--- src/rtl/iss_pkg.sv ---
package iss_pkg;
  localparam int REG_IDX_W = 5;
  localparam int CLS_W     = 2;
  localparam int NUM_CLS   = 1 << CLS_W;

  typedef enum logic [CLS_W-1:0] {
    CLS_ALU = 2'd0,
    CLS_MUL = 2'd1,
    CLS_MEM = 2'd2,
    CLS_BR  = 2'd3
  } iss_cls_e;

  typedef struct packed {
    iss_cls_e               cls;
    logic [REG_IDX_W-1:0]   dst;
    logic [REG_IDX_W-1:0]   src_a;
    logic [REG_IDX_W-1:0]   src_b;
    logic                   wr_dst;
    logic                   rd_a;
    logic                   rd_b;
  } iss_slot_t;
endpackage

--- src/rtl/iss_pkt_hold.sv ---
module iss_pkt_hold
  import iss_pkg::*;
#(
  parameter int NSLOT = 4
) (
  input  logic                  clk,
  input  logic                  rst_n,
  input  logic                  in_valid,
  output logic                  in_ready,
  input  iss_slot_t [NSLOT-1:0] in_slots,
  input  logic [NSLOT-1:0]      issue_mask,
  output iss_slot_t [NSLOT-1:0] held_slots,
  output logic [NSLOT-1:0]      pending,
  output logic [NSLOT-1:0]      left_after
);
  logic accept;

  assign left_after = pending & ~issue_mask;
  assign in_ready   = (left_after == '0);
  assign accept     = in_valid && in_ready;

  always_ff @(posedge clk) begin
    if (!rst_n) begin
      pending    <= '0;
      held_slots <= '0;
    end else if (accept) begin
      pending    <= '1;
      held_slots <= in_slots;
    end else begin
      pending    <= left_after;
    end
  end


  load_all_chk: assert property (@(posedge clk) disable iff (!rst_n)
    accept |=> (pending == '1));


  retain_chk: assert property (@(posedge clk) disable iff (!rst_n)
    !in_ready |=> (pending == $past(left_after)) && $stable(held_slots));
endmodule

--- src/rtl/iss_sb_check.sv ---
module iss_sb_check
  import iss_pkg::*;
#(
  parameter int NSLOT = 4,
  parameter int NREG  = 32
) (
  input  iss_slot_t [NSLOT-1:0] slots,
  input  logic [NREG-1:0]       busy,
  output logic [NSLOT-1:0]      blocked
);
  for (genvar s = 0; s < NSLOT; s++) begin : g_slot
    logic hit_a, hit_b, hit_d;
    assign hit_a = slots[s].rd_a   && busy[slots[s].src_a];
    assign hit_b = slots[s].rd_b   && busy[slots[s].src_b];
    assign hit_d = slots[s].wr_dst && busy[slots[s].dst];
    assign blocked[s] = hit_a || hit_b || hit_d;
  end
endmodule

--- src/rtl/iss_prefix_sel.sv ---
module iss_prefix_sel
  import iss_pkg::*;
#(
  parameter int NSLOT   = 4,
  parameter int LIM_ALU = 2,
  parameter int LIM_MUL = 1,
  parameter int LIM_MEM = 1,
  parameter int LIM_BR  = 1,
  localparam int CNT_W  = $clog2(NSLOT + 1)
) (
  input  logic                  clk,
  input  logic                  rst_n,
  input  iss_slot_t [NSLOT-1:0] slots,
  input  logic [NSLOT-1:0]      pending,
  input  logic [NSLOT-1:0]      sb_block,
  output logic [NSLOT-1:0]      issue_mask,
  output logic [CNT_W-1:0]      issue_cnt
);
  function automatic int unit_lim(iss_cls_e c);
    case (c)
      CLS_ALU: return LIM_ALU;
      CLS_MUL: return LIM_MUL;
      CLS_MEM: return LIM_MEM;
      default: return LIM_BR;
    endcase
  endfunction

  always_comb begin
    logic stop;
    logic dep;
    logic full;
    int   used [NUM_CLS];
    int   n;
    stop = 1'b0;
    n    = 0;
    for (int c = 0; c < NUM_CLS; c++) used[c] = 0;
    issue_mask = '0;
    for (int i = 0; i < NSLOT; i++) begin
      dep = 1'b0;
      for (int j = 0; j < i; j++) begin
        if (issue_mask[j] && slots[j].wr_dst) begin
          if (slots[i].rd_a && (slots[i].src_a == slots[j].dst)) dep = 1'b1;
          if (slots[i].rd_b && (slots[i].src_b == slots[j].dst)) dep = 1'b1;
          if (slots[i].wr_dst && (slots[i].dst == slots[j].dst)) dep = 1'b1;
        end
      end
      full = (used[int'(slots[i].cls)] >= unit_lim(slots[i].cls));
      if (pending[i] && !stop) begin
        if (!dep && !full && !sb_block[i]) begin
          issue_mask[i] = 1'b1;
          used[int'(slots[i].cls)] = used[int'(slots[i].cls)] + 1;
          n = n + 1;
        end else begin
          stop = 1'b1;
        end
      end
    end
    issue_cnt = CNT_W'(n);
  end


  for (genvar k = 0; k < NSLOT - 1; k++) begin : g_ord
    prefix_order_chk: assert property (@(posedge clk) disable iff (!rst_n)
      (issue_mask[k+1] && pending[k]) |-> issue_mask[k]);
  end


  pending_only_chk: assert property (@(posedge clk) disable iff (!rst_n)
    (issue_mask & ~pending) == '0);


  busy_block_chk: assert property (@(posedge clk) disable iff (!rst_n)
    (issue_mask & sb_block) == '0);
endmodule

--- src/rtl/quad_issue_sel.sv ---
module quad_issue_sel
  import iss_pkg::*;
#(
  parameter int NSLOT   = 4,
  parameter int LIM_ALU = 2,
  parameter int LIM_MUL = 1,
  parameter int LIM_MEM = 1,
  parameter int LIM_BR  = 1,
  localparam int RW     = REG_IDX_W,
  localparam int NREG   = 1 << RW,
  localparam int CNT_W  = $clog2(NSLOT + 1)
) (
  input  logic                  clk,
  input  logic                  rst_n,
  input  logic                  pkt_valid,
  output logic                  pkt_ready,
  input  logic [NSLOT*CLS_W-1:0] pkt_cls,
  input  logic [NSLOT*RW-1:0]   pkt_dst,
  input  logic [NSLOT*RW-1:0]   pkt_src_a,
  input  logic [NSLOT*RW-1:0]   pkt_src_b,
  input  logic [NSLOT-1:0]      pkt_wr_dst,
  input  logic [NSLOT-1:0]      pkt_rd_a,
  input  logic [NSLOT-1:0]      pkt_rd_b,
  input  logic [NREG-1:0]       reg_busy,
  output logic [NSLOT-1:0]      issue_mask,
  output logic [CNT_W-1:0]      issue_cnt,
  output logic                  hold
);
  iss_slot_t [NSLOT-1:0] in_slots;
  iss_slot_t [NSLOT-1:0] held_slots;
  logic [NSLOT-1:0]      pending;
  logic [NSLOT-1:0]      left_after;
  logic [NSLOT-1:0]      sb_block;

  for (genvar s = 0; s < NSLOT; s++) begin : g_pack
    assign in_slots[s].cls    = iss_cls_e'(pkt_cls[s*CLS_W +: CLS_W]);
    assign in_slots[s].dst    = pkt_dst[s*RW +: RW];
    assign in_slots[s].src_a  = pkt_src_a[s*RW +: RW];
    assign in_slots[s].src_b  = pkt_src_b[s*RW +: RW];
    assign in_slots[s].wr_dst = pkt_wr_dst[s];
    assign in_slots[s].rd_a   = pkt_rd_a[s];
    assign in_slots[s].rd_b   = pkt_rd_b[s];
  end

  iss_pkt_hold #(.NSLOT(NSLOT)) hold_u (
    .clk       (clk),
    .rst_n     (rst_n),
    .in_valid  (pkt_valid),
    .in_ready  (pkt_ready),
    .in_slots  (in_slots),
    .issue_mask(issue_mask),
    .held_slots(held_slots),
    .pending   (pending),
    .left_after(left_after)
  );

  iss_sb_check #(.NSLOT(NSLOT), .NREG(NREG)) sb_u (
    .slots  (held_slots),
    .busy   (reg_busy),
    .blocked(sb_block)
  );

  iss_prefix_sel #(
    .NSLOT(NSLOT), .LIM_ALU(LIM_ALU), .LIM_MUL(LIM_MUL),
    .LIM_MEM(LIM_MEM), .LIM_BR(LIM_BR)
  ) sel_u (
    .clk       (clk),
    .rst_n     (rst_n),
    .slots     (held_slots),
    .pending   (pending),
    .sb_block  (sb_block),
    .issue_mask(issue_mask),
    .issue_cnt (issue_cnt)
  );

  assign hold = (left_after != '0);

  // Per-class membership of held slots, used by the unit-limit checks.
  localparam int UNIT_LIM [NUM_CLS] = '{LIM_ALU, LIM_MUL, LIM_MEM, LIM_BR};
  for (genvar c = 0; c < NUM_CLS; c++) begin : g_cls
    logic [NSLOT-1:0] in_cls;
    for (genvar s = 0; s < NSLOT; s++) begin : g_m
      assign in_cls[s] = (held_slots[s].cls == iss_cls_e'(c));
    end

    unit_limit_chk: assert property (@(posedge clk) disable iff (!rst_n)
      $countones(issue_mask & in_cls) <= UNIT_LIM[c]);
  end


  count_match_chk: assert property (@(posedge clk) disable iff (!rst_n)
    int'(issue_cnt) == $countones(issue_mask));


  hold_stalls_chk: assert property (@(posedge clk) disable iff (!rst_n)
    hold |-> !pkt_ready);
endmodule

--- config.mk ---
export PLATFORM = sky130hd
export DESIGN_NAME = quad_issue_sel
export DESIGN_NICKNAME = d
export VERILOG_FILES = /design/src/rtl/iss_pkg.sv /design/src/rtl/iss_pkt_hold.sv /design/src/rtl/iss_sb_check.sv /design/src/rtl/iss_prefix_sel.sv /design/src/rtl/quad_issue_sel.sv
export SDC_FILE = /design/constraint.sdc
export NUM_CORES = 1
export LEC_CHECK = 0
export ABC_AREA = 1
export BUFFER_PORTS_ARGS = -buffer_cell sky130_fd_sc_hd__buf_4
export CORE_ASPECT_RATIO = 0.7
export CORE_MARGIN = 5
export CORE_UTILIZATION = 35
export DETAILED_ROUTE_END_ITERATION = 12
export PLACE_DENSITY_LB_ADDON = 0.05
export SLEW_MARGIN = 20
export SYNTH_ARGS = -nofsm -noshare
export SYNTH_HDL_FRONTEND = slang
export SYNTH_SLANG_ARGS = --single-unit
--- constraint.sdc ---
create_clock -name clk -period 8.98 [get_ports clk]
set_input_delay 1.796 -clock clk [delete_from_list [all_inputs] [get_ports clk]]
set_output_delay 1.796 -clock clk [all_outputs]
set_load 0.01 [all_outputs]
==> results.tsv <==
metric	value	unit
syn_avg_cell_area	5.55	sq um
antennaDiodeCount	0	
grt_pass1_wl	64400	um
yosysSeqAreaShare	18.2	%
yosysTopAreaCellShare	18.2	%
synth_flop_cell	dfxtp_1	
drive_gt1_share	15.3	%
period_needed	8.63	ns
layout_common_cells	nand2_1 (269), nor2_1 (240), nand3_1 (211)	
fin_crit_sh	96.2	%
ys_ff_latch	84	
viasPerCell	5.81	
critPathBufInv	9	
peakVddDrop	0.565	mV
synth_cell_type_count	42	
outcome	finished, final reports clean	
root_buffer	clkbuf_16	
ys_async_sr_fraction	0	%
rows	49	
end_kind	output port	
p_int	2.04	mW
io_pins	124	
synth_largest_area_cell	dfxtp_1	
relSlewSlack	26.7	%
layout_commonest_cell	nand2_1	
max_stage_delay	0.28	ns
cts_tree	yes	
switching_share	58.9	%
worstMarginPinSlew	1.07	ns
grt_usage	27.5	%
cp.required	7.18	ns
port_buffers	123	
critical_path.top_delay_family	simple AND/OR/NAND/NOR gates	
finalMaxSlewViolations	0	
maxCapViolCount	0	
place_area	0.0103	sq mm
worstSetupPathType	input pin to output port	
max_freq	0.116	GHz
synth_nets	1791	
drc	0	
clock-sinks	84	
drtIter0Drc	1290	
start_util	35.8	%
place_congestion	0.974	
clkSlewWorstSetupHoldPaths	0.06	ns
postSynthCellCount	1668	
clockPowerShare	7.5	%
worstPathArrival	6.84	ns
hold_viol_final	0	
fill_cells	2981	
nets	1829	
skew	0.0139	ns
hold_class	register to register	
cts_buffers	9	
grt_overflow	0	
drtPass1Iterations	6	
grt_pass1_vias	10400	
worstSkewPairLatency	0.37	ns
synth_warnings	0	
die_x	204	um
power_frac_seq	20.7	%
die_h	146	um
worstSetupStartpointType	input pin	
wl_per_cell	20.9	um
h-tree-depth	3	
wirelength	43200	um
antenna_found_initial	0	
critical_path.max_fanout	8	
final_cell_count_no_fill	2068	
slowest_stage	ha_1	
cpMostUsedCell	nand3_1	
dpl.hpwl	30400	um
finalSetupTns	0	ns
finalSetupViolations	0	
vias	12000	
combPwrFrac	71.8	%
leakage	4.96	nW
clockBufferDepth	2	
power_density	456	mW/mm^2
synth.area.top_cells	dfxtp_1 (18%), nand3_1 (12%), nand2_1 (11%), nor2_1 (10%), o21ai_0 (9.5%)	
p_total	4.96	mW
final_cell_area	0.0109	sq mm
syn_area	0.00926	sq mm
grt_max_degree	162	
synth-edff-count	0	
core-area	0.0259	sq mm
drtAntennaViolNets	0	
die_area	0.0299	sq mm
dp_cells	2039	
area_growth_syn_to_layout	17.6	%
whs	0.465	ns
rsz0062_at_grt	true	
power.net_switching	2.92	mW
worst paths after layout:
kind | start | endpoint | slack (ns) | cells after the start
worst min-delay path | hold_u.pending[2] | hold_u.pending[2] | 0.47 | 2
worst max register to register | hold_u.held_slots[23] | hold_u.held_slots[19] | 2.03 | 42
worst max-delay path | reg_busy[3] | hold | 0.35 | 44
worst min register to register | hold_u.pending[2] | hold_u.pending[2] | 0.47 | 2
per-layer routing:
metal,global-route usage (%),up-vias,share of wire [%]
met5,0,-,0
met2,37.9,692,40
met1,41.9,5549,45
met3,7.74,83,12
li1,-,5685,-
met4,6.43,0,2.5
Yosys cell counts, types with 4 or more instances:
| library cell | instances |
|---|---|
| o221ai_1 | 36 |
| o21ai_0 | 175 |
| clkinv_1 | 5 |
| a221oi_1 | 16 |
| xor2_1 | 15 |
| o22ai_1 | 47 |
| a21oi_1 | 126 |
| nand4_1 | 7 |
| ha_1 | 8 |
| clkbuf_1 | 111 |
| o2111ai_1 | 6 |
| nand2_1 | 281 |
| o211ai_1 | 11 |
| nor3_1 | 4 |
| buf_2 | 21 |
| buf_1 | 9 |
| o21ai_1 | 4 |
| nor2_2 | 4 |
| nor2_1 | 247 |
| nand3_1 | 219 |
| xnor2_1 | 7 |
| dfxtp_1 | 84 |
| inv_1 | 166 |
| buf_6 | 10 |
| o311ai_0 | 6 |
| inv_2 | 6 |
| a21oi_2 | 10 |
registers in the layout, indices dropped and copies added (netlist names):
name and count:
hold_u.held_slots 80, hold_u.pending 4
timing repair:
action,CTS,global route
hold buffers,0,0
setup endpoints to repair,2,6
setup buffers,0,12
pin swaps,0,42
gates resized for setup,2,64
cloned,0,1
layout make-up:
type / count / area [sq um] / area share, %
clock inverter: 5 / 36.3 / 0.333
tap: 357 / 447 / 4.10
inverter: 177 / 668 / 6.14
clock buffer: 11 / 243 / 2.23
multi-input combinational: 1252 / 6370 / 58.5
timing repair buffer: 182 / 1440 / 13.3
sequential: 84 / 1680 / 15.4
metrics by stage:
step	worst slack [ns]	utilization, %
CTS	0.0668	40.8
global placement	0.127	39.7
detailed placement	-0.00188	39.7
global route	-0.0721	42.1
floorplan	0.414	-
finish	0.346	42.1
worst min-delay path, stage by stage (launching register included):
cell	delay [ns]
dfxtp_1	0.31
nand2_1	0.06
a21oi_1	0.05
power by group through the flow:
stage	Clock, mW	Combinational, mW	Sequential (mW)
finish	0.373	3.56	1.03
global route	0.393	3.93	1.06
CTS	0.382	3.29	1.00
detailed placement	0	3.27	1.01
global placement	0	3.27	1.01
floorplan	0	2.73	0.698
logic make-up after synthesis:
group,count (synthesis),synth area share (%)
XOR/XNOR,22,2.08
buffers and inverters,333,15.0
adder cells (fa/ha/maj),8,1.08
AND/OR/NAND/NOR,771,35.0
flip-flops,84,18.2
AO/OA/AOI/OAI,450,28.7
No activity file was read; power rests on OpenSTA's default activity.
